## config.mk

```make
export PLATFORM = sky130hd
export DESIGN_NAME = mc_hotreset_flush
export DESIGN_NICKNAME = d
export VERILOG_FILES = /design/src/rtl/hrf_pkg.sv /design/src/rtl/hrf_list_sel.sv /design/src/rtl/hrf_poll_timer.sv /design/src/rtl/hrf_req_bank.sv /design/src/rtl/mc_hotreset_flush.sv
export SDC_FILE = /design/constraint.sdc
export NUM_CORES = 1
export LEC_CHECK = 0
export ABC_AREA = 1
export BUFFER_PORTS_ARGS = -buffer_cell sky130_fd_sc_hd__buf_2
export CAP_MARGIN = 30
export CORE_MARGIN = 8
export CORE_UTILIZATION = 45
export CTS_CLUSTER_DIAMETER = 30
export DETAILED_ROUTE_END_ITERATION = 8
export PLACE_DENSITY = 0.73
export SETUP_SLACK_MARGIN = 0.15
export SYNTH_ARGS = -nofsm -noshare
export SYNTH_HDL_FRONTEND = slang
export SYNTH_SLANG_ARGS = --single-unit
export TNS_END_PERCENT = 20
```

## constraint.sdc

```tcl
create_clock -name clk -period 3.1 [get_ports clk]
set_input_delay 0.465 -clock clk [delete_from_list [all_inputs] [get_ports clk]]
set_output_delay 0.465 -clock clk [all_outputs]
set_load 0.01 [all_outputs]
```

## src/rtl/hrf_pkg.sv

```systemverilog
// Package: shared types and constants for the hot-reset flush controller.
// Assumes table entries are ENTRY_W bits wide; codes >= client count end a list.
package hrf_pkg;

    localparam int ENTRY_W = 8;
    localparam logic [ENTRY_W-1:0] END_MARK = 8'hFF;

    typedef enum logic [1:0] {
        ST_IDLE  = 2'd0,
        ST_STEP  = 2'd1,
        ST_POLL  = 2'd2,
        ST_CLEAR = 2'd3
    } hrf_state_e;

endpackage

```

## src/rtl/hrf_list_sel.sv

```systemverilog
// Module: selects one slot of one partition from the parameter table and
// reports whether that slot ends the list.
// Assumes: PART_TABLE holds N_PARTS rows of LIST_MAX entries, slot 0 of
// partition p at bit offset (p*LIST_MAX)*ENTRY_W. Purely combinational.
module hrf_list_sel
    import hrf_pkg::*;
#(
    parameter int N_CLIENTS  = 18,
    parameter int N_PARTS    = 6,
    parameter int LIST_MAX   = 3,
    parameter int PART_IDX_W = 3,
    parameter int SLOT_W     = 2,
    parameter int CLI_W      = 5,
    parameter logic [N_PARTS*LIST_MAX*ENTRY_W-1:0] PART_TABLE = '1
) (
    input  logic [PART_IDX_W-1:0] part,
    input  logic [SLOT_W-1:0]     slot,
    output logic [CLI_W-1:0]      client,
    output logic                  at_end
);

    logic [ENTRY_W-1:0] entry;

    // Look up the table entry for (part, slot); out-of-range indices give END_MARK.
    always_comb begin
        entry = END_MARK;
        for (int p = 0; p < N_PARTS; p++) begin
            for (int s = 0; s < LIST_MAX; s++) begin
                if (int'(part) == p && int'(slot) == s) begin
                    entry = PART_TABLE[(p*LIST_MAX+s)*ENTRY_W +: ENTRY_W];
                end
            end
        end
    end

    // Classify the entry and narrow it to a client index.
    always_comb begin
        at_end = (int'(entry) >= N_CLIENTS);
        client = entry[CLI_W-1:0];
    end

endmodule

```

## src/rtl/hrf_poll_timer.sv

```systemverilog
// Module: poll interval counter. A load restarts the interval; `expired`
// is high when the interval has elapsed and the acknowledge may be sampled.
// Assumes POLL_CYCLES >= 1.
module hrf_poll_timer #(
    parameter int POLL_CYCLES = 2000
) (
    input  logic clk,
    input  logic rst_n,
    input  logic load,
    output logic expired
);

    localparam int CNT_W = (POLL_CYCLES > 1) ? $clog2(POLL_CYCLES) : 1;
    localparam logic [CNT_W-1:0] RELOAD = CNT_W'(POLL_CYCLES - 1);

    logic [CNT_W-1:0] cnt_q;

    // Reload on request, otherwise count down and hold at zero.
    always_ff @(posedge clk) begin
        if (!rst_n) begin
            cnt_q <= '0;
        end else if (load) begin
            cnt_q <= RELOAD;
        end else if (cnt_q != '0) begin
            cnt_q <= cnt_q - CNT_W'(1);
        end
    end

    assign expired = (cnt_q == '0);

endmodule

```

## src/rtl/hrf_req_bank.sv

```systemverilog
// Module: per-client request flops. Each bit is set or cleared only when it
// is addressed, so every other client's bit keeps its value.
// Assumes set_en and clr_en are never high together.
module hrf_req_bank #(
    parameter int N_CLIENTS = 18,
    parameter int CLI_W     = 5
) (
    input  logic                 clk,
    input  logic                 rst_n,
    input  logic                 set_en,
    input  logic                 clr_en,
    input  logic [CLI_W-1:0]     idx,
    output logic [N_CLIENTS-1:0] req
);

    for (genvar i = 0; i < N_CLIENTS; i++) begin : g_bit
        logic bit_q;
        logic hit;

        assign hit = (int'(idx) == i);

        // Update this client's request bit when it is addressed.
        always_ff @(posedge clk) begin
            if (!rst_n) begin
                bit_q <= 1'b0;
            end else if (set_en && hit) begin
                bit_q <= 1'b1;
            end else if (clr_en && hit) begin
                bit_q <= 1'b0;
            end
        end

        assign req[i] = bit_q;
    end

endmodule

```

## src/rtl/mc_hotreset_flush.sv

```systemverilog
// Module: memory client hot-reset flush controller (top).
// Flush: for each listed client in slot order, raise its request, then
// sample its acknowledge every POLL_CYCLES clocks until it is high.
// Release: drop each listed request, one per cycle, without waiting.
// Assumes hr_ack is synchronous to clk. Commands arriving while busy are dropped.
module mc_hotreset_flush
    import hrf_pkg::*;
#(
    parameter int N_CLIENTS   = 18,
    parameter int N_PARTS     = 6,
    parameter int LIST_MAX    = 3,
    parameter int PART_IDX_W  = 3,
    parameter int POLL_CYCLES = 2000,
    parameter logic [N_PARTS*LIST_MAX*ENTRY_W-1:0] PART_TABLE =
        144'hFFFF10_060405_FF1108_03FF00_FFFF0C_FFFFFF
) (
    input  logic                  clk,
    input  logic                  rst_n,
    input  logic                  cmd_valid,
    input  logic                  cmd_release,
    input  logic [PART_IDX_W-1:0] cmd_part,
    input  logic [N_CLIENTS-1:0]  hr_ack,
    output logic [N_CLIENTS-1:0]  hr_req,
    output logic                  busy,
    output logic                  done
);

    localparam int SLOT_W = $clog2(LIST_MAX + 1);
    localparam int CLI_W  = (N_CLIENTS > 1) ? $clog2(N_CLIENTS) : 1;

    hrf_state_e             state_q;
    logic [PART_IDX_W-1:0]  part_q;
    logic [SLOT_W-1:0]      slot_q;
    logic                   done_q;

    logic [CLI_W-1:0]       client;
    logic                   at_end;
    logic                   expired;
    logic                   ack_sel;
    logic                   set_en;
    logic                   clr_en;
    logic                   load;

    hrf_list_sel #(
        .N_CLIENTS  (N_CLIENTS),
        .N_PARTS    (N_PARTS),
        .LIST_MAX   (LIST_MAX),
        .PART_IDX_W (PART_IDX_W),
        .SLOT_W     (SLOT_W),
        .CLI_W      (CLI_W),
        .PART_TABLE (PART_TABLE)
    ) u_list (
        .part   (part_q),
        .slot   (slot_q),
        .client (client),
        .at_end (at_end)
    );

    hrf_poll_timer #(
        .POLL_CYCLES (POLL_CYCLES)
    ) u_timer (
        .clk     (clk),
        .rst_n   (rst_n),
        .load    (load),
        .expired (expired)
    );

    hrf_req_bank #(
        .N_CLIENTS (N_CLIENTS),
        .CLI_W     (CLI_W)
    ) u_bank (
        .clk    (clk),
        .rst_n  (rst_n),
        .set_en (set_en),
        .clr_en (clr_en),
        .idx    (client),
        .req    (hr_req)
    );

    // Pick the acknowledge of the client currently being flushed.
    always_comb begin
        ack_sel = 1'b0;
        for (int i = 0; i < N_CLIENTS; i++) begin
            if (int'(client) == i) begin
                ack_sel = hr_ack[i];
            end
        end
    end

    // Derive the request bank strobes and the poll timer reload.
    always_comb begin
        set_en = (state_q == ST_STEP)  && !at_end;
        clr_en = (state_q == ST_CLEAR) && !at_end;
        load   = set_en || ((state_q == ST_POLL) && expired && !ack_sel);
    end

    // Sequence the command through the partition's slots.
    always_ff @(posedge clk) begin
        if (!rst_n) begin
            state_q <= ST_IDLE;
            part_q  <= '0;
            slot_q  <= '0;
            done_q  <= 1'b0;
        end else begin
            done_q <= 1'b0;
            case (state_q)
                ST_IDLE: begin
                    if (cmd_valid) begin
                        part_q  <= cmd_part;
                        slot_q  <= '0;
                        state_q <= cmd_release ? ST_CLEAR : ST_STEP;
                    end
                end
                ST_STEP: begin
                    if (at_end) begin
                        done_q  <= 1'b1;
                        state_q <= ST_IDLE;
                    end else begin
                        state_q <= ST_POLL;
                    end
                end
                ST_POLL: begin
                    if (expired && ack_sel) begin
                        slot_q  <= slot_q + SLOT_W'(1);
                        state_q <= ST_STEP;
                    end
                end
                ST_CLEAR: begin
                    if (at_end) begin
                        done_q  <= 1'b1;
                        state_q <= ST_IDLE;
                    end else begin
                        slot_q <= slot_q + SLOT_W'(1);
                    end
                end
                default: state_q <= ST_IDLE;
            endcase
        end
    end

    assign busy = (state_q != ST_IDLE);
    assign done = done_q;

endmodule

```

==> out/metrics.yaml <==
syn-cell-area_um2: 2120
synth_fa_ha_area_share_pct: 2.36
netlist.area_leader.share_pct: 34.9
synthesis.nets: 340
ys_seq_area_share_pct: 34.9
grt_overflow: 0
rsz0062_at_grt: "false"
cp_slowest_cell: "dfxtp_1"
io_pins: 45
p_clk_share_pct: 28.8
whs_endpoint: "u_bank.g_bit[10].bit_q"
leakagePower_nw: 1.27
irDropWorstVdd_uv: 243
cap_violations: 0
dp.cells: 381
worst-slew-pin-transition_ns: 0.505
synth_edf_count: 0
max_freq_ghz: 0.381
clock_sinks: 37
die_w_um: 84.6
path_max_fanout: 8
die_area_um2: 7160
cts_tree: "done"
synth_area_per_cell_um2: 6.82
sw_frac_of_total_pct: 37.3
synth_cell_types: 27
worstHoldStart: "u_bank.g_bit[10].bit_q"
synth-main-ff-cell: "dfxtp_1"
synth.top_cells.by_count: "nand2_1 (71), inv_1 (51), dfxtp_1 (37)"
cts_made_buffers: 5
area.growth.synth_to_final_pct: 12.6
n_antenna_cell: 0
yosysWarningCount: 0
cpPeakStageDelay_ns: 0.36
path_class: "reg -> reg"
internal-power_mw: 1.10
end_kind: "flop"
tns_ns: 0
yosys.area_share.xor_xnor_pct: 2.07
synth-simple-area-share_pct: 32.9
drt-total-wl_um: 4520
path_clk_slew_ns: 0.08
yosysMostFrequentCell: "nand2_1"
grt_pass1_vias: 1734
drc: 0
wl_per_cell_um: 11.6
ctsHoldBuffers: 0
antenna_found_initial: 0
r2r-start: "slot_q[0]"
rows: 25
worstSetupStartpointType: "flop"
pre_cts_ws_ns: 0.428
fillers: 467
synth_top_family_by_area: "simple AND/OR/NAND/NOR gates"
grt_max_degree: 26
muxShareOfSynthArea_pct: 0
power_density_nw_per_um2: 736
multi_input_area_um2: 1040
cp.required_ns: 3.29
start_util_pct: 45.8
whs_path_depth: 2
drt-initial-drc-count: 105
ys_ff_latch: 37
dpl.hpwl_um: 3370
clock_skew_ns: 0.00754
synth_cells: 311
fin_crit_sh_pct: 84.7
core_um2: 4630
layout-drive-gt1-share_pct: 23.6
clkLatencyLatePin_ns: 0.29
vias: 1872
rr_worst_depth: 20
fin_nets: 363
switchingPower_mw: 0.655
ff2ff_setup_slack_ns: 0.47
synthArstFlopShare_pct: 0
setup-violations-final: 0
drt-pass1-iter-count: 4
period_needed_ns: 2.63
critPathMostFrequentCell: "nand2_1"
h-tree-depth: 2
ctsRootBufferMaster: "clkbuf_8"
arrival_ns: 2.81
hold_class: "reg -> reg"
post_cts_buffers: 0
portBuffers: 35
grt_usage_pct: 13.1
ys_top_cells_by_area: "dfxtp_1 (35%), nand2_1 (13%), inv_1 (9.0%)"
ctsLongestPathBuffers: 2
status: "complete, no violations"
postCtsResizedCells: 0
synth_top_area_cell: "dfxtp_1"
r2r-end: "u_timer.cnt_q[8]"
setup_slack_ns: 0.473
power_frac_comb_pct: 37.0
gp_congestion: 0.845
hold_violations: 0
slew_viol_final: 0
seq_area_um2: 741
fin_cells: 389
p_seq_share_pct: 34.2
grt_pass1_wl_um: 7800
dieHeight_um: 84.6
finalPower_mw: 1.76
max_slew_margin_pct: 66.3
antenna_violating_nets_post_route: 0
synth-compound-area-share_pct: 10.5
path_cells: "inv_1 > ha_1 > nor2_4 > nand3_2 > nand2_1 > nand2_1 > nand3_1 > nand2_1 > nand2_1 > nand2_1 > nand2_2 > nand2_2 > nor2_2 > inv_1 > nor2_1 > nand2_2 > nand4_2 > nand2_4 > o21ai_1 > inv_1"
vias_per_cell: 4.81
[cells in the final DEF, fill, tap and decap left out, drive strengths merged]
cell	instances
o31ai	1
o21ai	18
clkbuf	5
nor3	11
xor2	5
and2	1
nand2	78
nand4	5
a21oi	21
buf	37
inv	58
a211oi	1
dfxtp	37
ha	4
nand3	18
nor4	1
bufinv	2
nor2	32
[worst max-delay path by stage]
stage | endpoint | depth (start not counted) | start
2_1_floorplan | slot_q[1] | 22 | slot_q[0]
3_3_place_gp | u_timer.cnt_q[0] | 20 | slot_q[0]
3_5_place_dp | u_timer.cnt_q[8] | 20 | slot_q[0]
4_1_cts | u_bank.g_bit[3].bit_q | 19 | slot_q[0]
5_1_grt | u_timer.cnt_q[8] | 20 | slot_q[0]
6_report | u_timer.cnt_q[8] | 20 | slot_q[0]
[cell families after synthesis]
family	count (synthesis)
and+or+nand+nor	146
buffers and inverters	78
AOI/OAI and AO/OA	41
DFF	37
xor gates and xnor gates	5
adders and majority gates	4
[power groups by stage]
stage / sequential (mW) / combinational [mW] / clock (mW)
6_report: 0.601 / 0.650 / 0.505
5_1_grt: 0.611 / 0.758 / 0.536
4_1_cts: 0.599 / 0.639 / 0.518
3_5_place_dp: 0.610 / 0.621 / 0
3_3_place_gp: 0.608 / 0.612 / 0
2_1_floorplan: 0.599 / 0.506 / 0
[layout make-up]
type | count | share of cell area, %
Multi-Input combinational cell | 196 | 43.4
Sequential cell | 37 | 31.0
Inverter | 57 | 8.96
Timing Repair Buffer | 37 | 7.97
Clock buffer | 5 | 2.88
Clock inverter | 3 | 2.88
Tap cell | 54 | 2.83
[critical path, delay by kind of cell (launching register included)]
kind,cells,cell delay (ns)
compound gates,1,0.14
flops,1,0.36
fa+ha+maj,1,0.29
buf+inv,3,0.21
simple gates,15,1.51
[flip-flops by register name, indices dropped and copies added (netlist names)]
name                count
part_q                  3
u_timer.cnt_q          11
u_bank.g_bit.bit_q     18
done                    1
state_q                 2
slot_q                  2
[per-stage QoR]
| stage | hold slack (ns) | util, % | area (um2) |
|---|---|---|---|
| 2_1_floorplan | 0.407 | - | 2120 |
| 3_3_place_gp | 0.410 | 48.1 | 2230 |
| 3_5_place_dp | 0.414 | 48.1 | 2230 |
| 4_1_cts | 0.426 | 51.1 | 2360 |
| 5_1_grt | 0.437 | 51.6 | 2390 |
| 6_report | 0.422 | 51.6 | 2390 |
[per-layer routing]
layer	part of all wire (%)	global-route usage (%)
met3	6.6	4.20
met5	0	0
met1	44	15.0
met4	2.1	5.50
met2	47	22.0
No activity file was read; power rests on OpenSTA's default activity.
